**config.mk**
```make
export PLATFORM = sky130hd
export DESIGN_NAME = dirty_span_coalescer
export DESIGN_NICKNAME = d
export VERILOG_FILES = /design/src/rtl/dbc_pkg.sv /design/src/rtl/dbc_band_eval.sv /design/src/rtl/dbc_span_tracker.sv /design/src/rtl/dbc_range_tracker.sv /design/src/rtl/dirty_span_coalescer.sv
export SDC_FILE = /design/constraint.sdc
export NUM_CORES = 1
export LEC_CHECK = 0
export BUFFER_PORTS_ARGS = -buffer_cell sky130_fd_sc_hd__buf_2
export CORE_ASPECT_RATIO = 1.4
export CORE_UTILIZATION = 49
export DETAILED_ROUTE_END_ITERATION = 10
export PLACE_DENSITY = 0.88
export SYNTH_ARGS = -nofsm -noshare
export SYNTH_HDL_FRONTEND = slang
export SYNTH_SLANG_ARGS = --single-unit
```
**constraint.sdc**
```tcl
create_clock -name clk -period 2.5 [get_ports clk]
set_clock_uncertainty 0.2 [all_clocks]
set_input_delay 0.375 -clock clk [delete_from_list [all_inputs] [get_ports clk]]
set_output_delay 0.375 -clock clk [all_outputs]
set_load 0.01 [all_outputs]
```
**src/rtl/dbc_pkg.sv**
```systemverilog
package dbc_pkg;

    // lines covered by one dirty flag, as a shift amount
    localparam int BAND_SHIFT = 2;
    localparam int BAND_LINES = 1 << BAND_SHIFT;

    typedef enum logic [1:0] {
        ST_IDLE  = 2'd0,
        ST_SCAN  = 2'd1,
        ST_FLUSH = 2'd2,
        ST_DONE  = 2'd3
    } dbc_state_e;

    function automatic logic band_is_dirty(input logic idx_flag,
                                           input logic any_wide,
                                           input logic mixed);
        return idx_flag | (mixed & any_wide);
    endfunction

endpackage

```
**src/rtl/dbc_band_eval.sv**
```systemverilog
module dbc_band_eval
    import dbc_pkg::*;
#(
    parameter int WIDE_BITS = 8
) (
    input  logic                 idx_flag,
    input  logic [WIDE_BITS-1:0] wide_flags,
    input  logic                 mixed,
    output logic                 dirty
);
    always_comb begin
        dirty = band_is_dirty(idx_flag, |wide_flags, mixed);
    end
endmodule

```
**src/rtl/dbc_span_tracker.sv**
```systemverilog
module dbc_span_tracker #(
    parameter int LW = 11
) (
    input  logic          clk,
    input  logic          rst,
    input  logic          begin_scan,
    input  logic          step,
    input  logic          dirty,
    input  logic          finish,
    input  logic [LW-1:0] cur_y,
    output logic          valid,
    output logic [LW-1:0] y_out,
    output logic [LW-1:0] h_out
);
    logic          open_q;
    logic [LW-1:0] ys_q;

    always_ff @(posedge clk) begin
        if (rst) begin
            open_q <= 1'b0;
            ys_q   <= '0;
            valid  <= 1'b0;
            y_out  <= '0;
            h_out  <= '0;
        end else begin
            valid <= 1'b0;
            if (begin_scan) begin
                open_q <= 1'b0;
            end else if (step) begin
                if (dirty) begin
                    if (!open_q) begin
                        open_q <= 1'b1;
                        ys_q   <= cur_y;
                    end
                end else if (open_q) begin
                    valid  <= 1'b1;
                    y_out  <= ys_q;
                    h_out  <= cur_y - ys_q;
                    open_q <= 1'b0;
                end
            end else if (finish && open_q) begin
                valid  <= 1'b1;
                y_out  <= ys_q;
                h_out  <= cur_y - ys_q;
                open_q <= 1'b0;
            end
        end
    end

    // checker state: end line of the previous region in this scan
    logic          have_prev_q;
    logic [LW-1:0] prev_end_q;
    always_ff @(posedge clk) begin
        if (rst || begin_scan) begin
            have_prev_q <= 1'b0;
            prev_end_q  <= '0;
        end else if (valid) begin
            have_prev_q <= 1'b1;
            prev_end_q  <= y_out + h_out;
        end
    end

    // regions are band aligned and never empty
    p_band_aligned_r2: assert property (@(posedge clk) disable iff (rst)
        valid |-> (y_out[1:0] == 2'b00 && h_out[1:0] == 2'b00 && h_out != '0));

    // a new region starts past the end of the previous one
    p_ascending_r4: assert property (@(posedge clk) disable iff (rst)
        (valid && have_prev_q) |-> (y_out > prev_end_q));

    // regions never come out back to back
    p_gap_r2: assert property (@(posedge clk) disable iff (rst)
        valid |=> !valid);
endmodule

```
**src/rtl/dbc_range_tracker.sv**
```systemverilog
module dbc_range_tracker #(
    parameter int PW = 8
) (
    input  logic          clk,
    input  logic          rst,
    input  logic          begin_scan,
    input  logic          mark,
    input  logic [PW-1:0] page,
    output logic [PW-1:0] lo,
    output logic [PW-1:0] hi,
    output logic          any
);
    always_ff @(posedge clk) begin
        if (rst || begin_scan) begin
            lo  <= '1;
            hi  <= '0;
            any <= 1'b0;
        end else if (mark) begin
            if (!any || page < lo) lo <= page;
            if (!any || page > hi) hi <= page;
            any <= 1'b1;
        end
    end

    // the recorded range is ordered once a page was dirty
    p_range_ordered_r5: assert property (@(posedge clk) disable iff (rst)
        any |-> (lo <= hi));
endmodule

```
**src/rtl/dirty_span_coalescer.sv**
```systemverilog
module dirty_span_coalescer
    import dbc_pkg::*;
#(
    parameter int MAX_LINES     = 1024,
    parameter int WIDTH_W       = 11,
    parameter int WIDE_PLANES   = 2,
    parameter int WIDE_PER_BAND = 4
) (
    input  logic                                   clk,
    input  logic                                   rst,
    input  logic                                   start,
    input  logic [$clog2(MAX_LINES+1)-1:0]         line_count,
    input  logic [WIDTH_W-1:0]                     active_width,
    input  logic                                   mixed_mode,
    output logic [$clog2((MAX_LINES+3)/4)-1:0]     lk_page,
    input  logic                                   lk_idx_dirty,
    input  logic [WIDE_PLANES*WIDE_PER_BAND-1:0]   lk_wide_dirty,
    output logic                                   rgn_valid,
    output logic [$clog2(MAX_LINES+1)-1:0]         rgn_y,
    output logic [$clog2(MAX_LINES+1)-1:0]         rgn_h,
    output logic [WIDTH_W-1:0]                     rgn_w,
    output logic                                   clr_valid,
    output logic [$clog2((MAX_LINES+3)/4)-1:0]     clr_lo,
    output logic [$clog2((MAX_LINES+3)/4)-1:0]     clr_hi,
    output logic                                   done,
    output logic                                   busy
);
    localparam int LW        = $clog2(MAX_LINES + 1);
    localparam int PAGES     = (MAX_LINES + BAND_LINES - 1) / BAND_LINES;
    localparam int PW        = $clog2(PAGES);
    localparam int CW        = LW;
    localparam int YW        = CW + BAND_SHIFT;
    localparam int WIDE_BITS = WIDE_PLANES * WIDE_PER_BAND;

    dbc_state_e         state_q;
    logic [CW-1:0]      cnt_q;
    logic [LW-1:0]      lines_q;
    logic [WIDTH_W-1:0] width_q;
    logic               mixed_q;
    logic               clr_q, done_q;

    logic          accept, at_end, step, band_dirty, any_dirty;
    logic [YW-1:0] cur_y;

    assign accept = (state_q == ST_IDLE) && start;
    assign cur_y  = {cnt_q, {BAND_SHIFT{1'b0}}};
    assign at_end = (state_q == ST_SCAN) && (cur_y >= {{BAND_SHIFT{1'b0}}, lines_q});
    assign step   = (state_q == ST_SCAN) && !at_end;

    always_ff @(posedge clk) begin
        if (rst) begin
            state_q <= ST_IDLE;
            cnt_q   <= '0;
            lines_q <= '0;
            width_q <= '0;
            mixed_q <= 1'b0;
            clr_q   <= 1'b0;
            done_q  <= 1'b0;
        end else begin
            clr_q  <= 1'b0;
            done_q <= 1'b0;
            case (state_q)
                ST_IDLE: if (start) begin
                    state_q <= ST_SCAN;
                    cnt_q   <= '0;
                    lines_q <= line_count;
                    width_q <= active_width;
                    mixed_q <= mixed_mode;
                end
                ST_SCAN: begin
                    if (at_end) state_q <= ST_FLUSH;
                    else        cnt_q   <= cnt_q + 1'b1;
                end
                ST_FLUSH: begin
                    clr_q   <= any_dirty;
                    state_q <= ST_DONE;
                end
                default: begin
                    done_q  <= 1'b1;
                    state_q <= ST_IDLE;
                end
            endcase
        end
    end

    dbc_band_eval #(.WIDE_BITS(WIDE_BITS)) u_eval (
        .idx_flag   (lk_idx_dirty),
        .wide_flags (lk_wide_dirty),
        .mixed      (mixed_q),
        .dirty      (band_dirty)
    );

    dbc_span_tracker #(.LW(LW)) u_span (
        .clk        (clk),
        .rst        (rst),
        .begin_scan (accept),
        .step       (step),
        .dirty      (band_dirty),
        .finish     (at_end),
        .cur_y      (cur_y[LW-1:0]),
        .valid      (rgn_valid),
        .y_out      (rgn_y),
        .h_out      (rgn_h)
    );

    dbc_range_tracker #(.PW(PW)) u_range (
        .clk        (clk),
        .rst        (rst),
        .begin_scan (accept),
        .mark       (step && band_dirty),
        .page       (cnt_q[PW-1:0]),
        .lo         (clr_lo),
        .hi         (clr_hi),
        .any        (any_dirty)
    );

    assign lk_page   = cnt_q[PW-1:0];
    assign rgn_w     = width_q;
    assign clr_valid = clr_q;
    assign done      = done_q;
    assign busy      = (state_q != ST_IDLE);

    // captured scan settings hold while a scan runs, whatever arrives
    p_start_ignored_r8: assert property (@(posedge clk) disable iff (rst)
        (state_q != ST_IDLE) |=> ($stable(lines_q) && $stable(width_q) && $stable(mixed_q)));

    // the clear slot is followed directly by the done pulse
    p_done_follows_r7: assert property (@(posedge clk) disable iff (rst)
        (state_q == ST_DONE) |=> (done && !busy));

    // no region leaves the block outside a scan
    p_region_in_scan_r9: assert property (@(posedge clk) disable iff (rst)
        rgn_valid |-> busy);

    // the page counter only advances by one while scanning
    p_page_step_r1: assert property (@(posedge clk) disable iff (rst)
        (state_q == ST_SCAN && !at_end) |=> (cnt_q == $past(cnt_q) + 1'b1));

    // the line count never exceeds the supported frame height
    p_lines_range_r1: assert property (@(posedge clk) disable iff (rst)
        accept |-> (int'(line_count) <= MAX_LINES));
endmodule

```
After elaboration in Yosys (flattened, before gate mapping)

Cells that the tools add are included.

$add $sub $neg: 2
$lt $le $gt $ge: 3
Eq/ne operators: 7
Mux-type cells: 22
Bitwise operators: 5
Reductions and logical operators: 25

Operators with widths:

| operator                                                              | number |
|---|---|
| 11-bit two-way mux                                                    | 10 |
| 11-bit case mux with 2 select lines                                   | 1 |
| 13-bit by 11-bit greater-or-equal comparator with 1-bit output        | 1 |
| 11-bit by 1-bit adder with 11-bit output, second input constant       | 1 |
| 11-bit subtractor                                                     | 1 |
| 8-bit greater-than comparator                                         | 1 |
| 8-bit less-than comparator                                            | 1 |
| 1-bit two-way mux                                                     | 8 |
| 2-bit inequality test, second input constant                          | 4 |
| 2-bit AND reduction                                                   | 4 |
| 4-bit AND reduction                                                   | 2 |
| 8-bit OR reduction                                                    | 1 |
| 2-bit case mux with 3 select lines                                    | 1 |
| 2-bit nonzero test                                                    | 3 |
| 1-bit logical AND                                                     | 5 |
| 2-bit two-way mux                                                     | 2 |
| 2-bit OR reduction                                                    | 2 |
| 1-bit logical OR                                                      | 3 |
| 1-bit NOT                                                             | 3 |
| 3-bit AND reduction                                                   | 1 |
| 3-bit OR reduction                                                    | 1 |
| 2-bit by 1-bit equality test with 1-bit output, second input constant | 1 |
| 2-bit equality test, second input constant                            | 1 |
| 1-bit zero test                                                       | 2 |
| other kinds (4)                                                       | 4 |

Register bits: 88
Input port bits: 35
Output and inout bits: 61
Logic and storage cells: 79

Longest topological paths before layout

Depth after elaboration: 6
Mapped depth: 10
Mapped depth without buffers: 9

Modules after synthesis

A second synthesis with hierarchy kept.

Cells, all modules: 601
Area, all modules: 4,951.0 µm²

By module, submodules not included:

| module               | instances | cells an instance | area each (µm²) | seq. area each (µm²) |
|---|---|---|---|---|
| dirty_span_coalescer | 1         | 242               | 1,999.4         | 760.7 |
| dbc_span_tracker     | 1         | 238               | 1,854.3         | 700.7 |
| dbc_range_tracker    | 1         | 117               | 1,073.5         | 340.3 |
| dbc_band_eval        | 1         | 4                 | 23.8            | 0.0 |

Worst setup path after synthesis

No wires, ideal clock.

Path type: reg-to-reg
Start point: register cnt_q[1]
End point: register cnt_q[5]
Setup time: 71 ps
Arrival: 2,299 ps
Data required time: 2,229 ps
Path slack: -69 ps
Cell stages (with the launch flop): 8
Buffers on the path: 0
Clock period less this slack: 2,569 ps
Path through: dfxtp_1 ha_1 o21ai_0 a22oi_2 a2111oi_4 a21oi_2 or4_1 a21oi_1

Longest elaborated chain between the ends: 4
Elaborated cells between the ends (all ways): 7
Those cells by class: 1 x add/sub; 1 x order compare; 1 x eq/ne; 2 x mux; 2 x reduce/logical

RTL lines:

| element                                                        | line                       | source |
|---|---|---|
| start: declaration                                             | dirty_span_coalescer.sv:36 | `logic [CW-1:0] cnt_q;` |
| start signal: assignment                                       | dirty_span_coalescer.sv:72 | `else cnt_q <= cnt_q + 1'b1;` |
| 13-bit by 11-bit greater-or-equal comparator with 1-bit output | dirty_span_coalescer.sv:47 | `assign at_end = (state_q == ST_SCAN) && (cur_y >= {{BAND_SHIFT{1'b0}}, lines_q});` |
| 1-bit logical AND                                              | dirty_span_coalescer.sv:47 |  |
| 2-bit inequality test (no line)                                | --                         |  |
| 3-bit AND reduction (no line)                                  | --                         |  |

Several ways; a longest one is shown, not always the timed one. The select of a mux whose other input is x is not followed.
A chain may end at the register's enable or synchronous reset.

Worst setup path after layout

Start point: register lines_q[2]
End point: register u_span.h_out[10]

Longest elaborated chain between the ends: 6
Elaborated cells between the ends (all ways): 10
Those cells by class: 1 x order compare; 2 x eq/ne; 1 x mux; 6 x reduce/logical

RTL lines:

| element                                                                                  | line                       | source |
|---|---|---|
| start: declaration                                                                       | dirty_span_coalescer.sv:37 | `logic [LW-1:0] lines_q;` |
| start signal: assignment                                                                 | dirty_span_coalescer.sv:66 | `lines_q <= line_count;` |
| 13-bit by 11-bit greater-or-equal comparator with 1-bit output *                         | dirty_span_coalescer.sv:47 |  |
| 1-bit logical AND *                                                                      | dirty_span_coalescer.sv:47 |  |
| 1-bit zero test                                                                          | dirty_span_coalescer.sv:48 | `assign step = (state_q == ST_SCAN) && !at_end;` |
| 1-bit logical AND                                                                        | dirty_span_coalescer.sv:48 |  |
| 2-bit by 1-bit inequality test with 1-bit output (no line), or another cell as far along | --                         |  |
| 4-bit AND reduction (no line)                                                            | --                         |  |
| end signal: assignment                                                                   | dbc_span_tracker.sv:38     | `h_out <= cur_y - ys_q;` |
| end signal: assignment                                                                   | dbc_span_tracker.sv:44     | `h_out <= cur_y - ys_q;` |
| end: declaration                                                                         | dbc_span_tracker.sv:13     | `output logic [LW-1:0] h_out` |

Every way passes the cells marked *; elsewhere a longest branch is shown, timed or not.

==> impl_metrics.csv <==
group,metric,value,unit
cts,cts_made_buffers,9,
hold_path,hp-class,"in -> reg",
sta,tightestPinTransition,714,ps
yosys,yosys_warnings,0,
routing,wirelength,12200,um
setup_path,crit_path_end_kind,"register",
routing,first_iter_violations,320,
floorplan,core_region_area,8510,um^2
final_layout,drive_gt1_frac,0.283,
final_layout,final_common_cell,"buf_2",
setup_path,worstPathArrival,2540,ps
grt,antenna_found_initial,0,
final_layout,finalNetCount,679,
final_layout,fillers,680,
setup_path,cp.required,2550,ps
grt,grt_pass1_vias,4094,
final_layout,diodes,0,
yosys,synth_edf_count,0,
cts,numClockSinks,84,
grt,grt_pass1_wl,18700,um
cts,root_buffer,"clkbuf_16",
routing,postRouteAntennaNets,0,
floorplan,die_w,81.0,um
sta,rsz0062_at_grt,"yes",
yosys,synth.area.mux_share,0.0585,
routing,routedWlPerCell,17.1,um
setup_path,path_max_fanout,22,
yosys,synth_area,4280,um^2
routing,drc,0,
power_and_ir_drop,power_leakage,2.44,nW
place,placement.cell_area,4900,um^2
yosys,synth_flop_cell,"dfxtp_1",
cts,insertion_delay,350,ps
sta,fin_crit_sh,0.997,
grt,grtUsageTotal,0.269,
floorplan,io-pin-count,96,
place,hpwl,7650,um
floorplan,placementRows,40,
grt,grt_overflow_total,0,
yosys,ys_seq_elements,84,
final_layout,finalCoreUtilization,0.635,
routing,firstDrtPassIters,6,
routing,via_per_inst,5.82,
place,place_congestion,0.853,
yosys,synth-seq-area-share,0.393,
yosys,yosys.area_share.simple,0.179,
yosys,syn_area_per_cell,8.54,um^2
cts,cts_tree,"built",
final_layout,stdcell_area,5400,um^2
place,placement.io_buffers,91,
yosys,syn_inst,501,
flow_run,drv_cap,0,
yosys,synth_top_family_by_area,"simple AND/OR/NAND/NOR gates",
power_and_ir_drop,power_density,768,nW/um^2
sta,finalHoldViolCount,0,
sta,slew_headroom,0.523,
setup_path,cp-start-kind,"register",
floorplan,start_util,0.503,
status,status,"finished clean",
final_layout,layout_common_cells,"buf_2, dfxtp_1, nand2_1",
yosys,yosys.area_share.xor_xnor,0.0164,
floorplan,die_area,9120,um^2
routing,vias,4169,
place,dp_cells,691,
sta,maxSlewViolCount,0,
yosys,synth_compound_area_frac,0.165,
cts,cts_htree_levels,3,
cts,clkTransAtPathRegs,60,ps
final_layout,syn_to_final_growth,26.2,%
floorplan,die_h,113,um
yosys,yosys.area_share.adder,0.113,
power_and_ir_drop,ir_drop,0.598,mV
sta,setup_viol,0,
sta,layout_min_cycle_time,2490,ps
yosys,ys_types,47,
grt,grt_max_degree,34,
yosys,synth-async-reset-ratio,0,
cts,clk_path_buf_depth,2,
sta,max_freq,401,MHz
final_layout,finalNonFillerCells,716,
setup_path,worstSetupPathType,"reg -> reg",
-- area by class of cell --
| class | count | area (um^2) | area share |
|---|---|---|---|
| well taps | 105 | 131 | 0.0243 |
| clock buffers | 13 | 270 | 0.0500 |
| inverters | 39 | 146 | 0.0271 |
| multi-input cells | 350 | 2390 | 0.443 |
| repair buffers | 122 | 724 | 0.134 |
| clock inverters | 3 | 43.8 | 0.00811 |
| flip-flops and latches | 84 | 1690 | 0.313 |
-- Yosys cell counts, types with 3 or more instances --
cell      count  area share
a211oi_1      6       0.011
a21boi_0     10       0.018
a21oi_1      35       0.041
a31oi_1       3      0.0044
and3_1        5      0.0073
buf_2         4      0.0047
buf_4        14       0.025
clkbuf_1     13       0.011
dfxtp_1      84        0.39
ha_1         37        0.11
inv_1        39       0.034
mux2i_1      25       0.058
nand2_1      56       0.049
nand3_1      29       0.034
nand4_1       5      0.0073
nor2_1       36       0.032
nor2b_1       6      0.0088
nor3_1        4      0.0047
nor4_1        3      0.0044
o21a_1        7       0.012
o21ai_0      33       0.039
o31ai_1       3      0.0053
or3_1         4      0.0058
or4_1         4      0.0070
xnor2_1       4      0.0082
xor2_1        4      0.0082
-- worst paths after layout --
kind | cells after the start | slack, ps | from | endpoint
setup reg to reg | 10 | 7 | lines_q[2]$_SDFFE_PP0P_ | u_span.h_out[10]$_SDFFE_PP0P_
hold / removal | 3 | 70 | active_width[6] | rgn_w[6]$_SDFFE_PP0P_
setup / recovery | 10 | 7 | lines_q[2]$_SDFFE_PP0P_ | u_span.h_out[10]$_SDFFE_PP0P_
hold reg to reg | 2 | 250 | rgn_w[1]$_SDFFE_PP0P_ | rgn_w[1]$_SDFFE_PP0P_
-- stage by stage --
stage               power [W]  hold WS [ps]  setup TNS (ps)  setup WS [ps]
floorplan             0.00225           232               0           6.14
global placement      0.00253           239               0           20.4
CTS                   0.00401          62.8           -25.1          -16.2
detailed placement    0.00258           245            -796          -96.8
global route          0.00432          74.7            -259          -44.8
finish                0.00415          66.0               0           6.78
-- power by group --
group          internal (W)  total (W)  switching [W]
clock              0.000856    0.00140       0.000543
combinational      0.000488    0.00121       0.000722
sequential          0.00146    0.00154      0.0000783
-- what timing repair did --
item / CTS / global route
pin swaps: 1 / 12
hold buffers: 0 / 0
gates resized for setup: 6 / 29
setup endpoints to repair: 37 / 55
buffers inserted: 4 / 5
-- critical path: stages, from the launching register on --
cell	delay, ps
dfxtp_2	320
inv_1	40
ha_1	260
or3b_4	380
a22oi_2	180
a2111oi_4	110
buf_4	190
a21oi_4	150
buf_12	200
nor2_1	100
a211oi_2	250
-- per-layer routing --
layer | wire length (um) | global-route usage | up-vias
met2 | 6280 | 0.445 | 227
li1 | - | - | 1937
met5 | 0 | 0 | -
met4 | 676 | 0.214 | 0
met1 | 4490 | 0.286 | 1941
met3 | 796 | 0.0593 | 64
-- cells by family (layout without fill, tap and decap cells) --
| kind of cell | Yosys count | count (layout) |
|---|---|---|
| other cells | 1 | 4 |
| xor+xnor | 8 | 8 |
| flops | 84 | 84 |
| simple gates | 163 | 163 |
| compound gates | 112 | 112 |
| buf+inv | 70 | 177 |
| fa+ha+maj | 38 | 38 |
| mux | 25 | 25 |
-- registers in the layout, summed over array words and instances, names as in the netlist --
| name | count |
|---|---|
| clr_valid | 1 |
| cnt_q | 11 |
| done | 1 |
| lines_q | 11 |
| mixed_q | 1 |
| rgn_w | 11 |
| state_q | 2 |
| u_range.any | 1 |
| u_range.hi | 8 |
| u_range.lo | 8 |
| u_span.h_out | 9 |
| u_span.open_q | 1 |
| u_span.valid | 1 |
| u_span.y_out | 9 |
| u_span.ys_q | 9 |
Power figures use the tool's default switching activity.
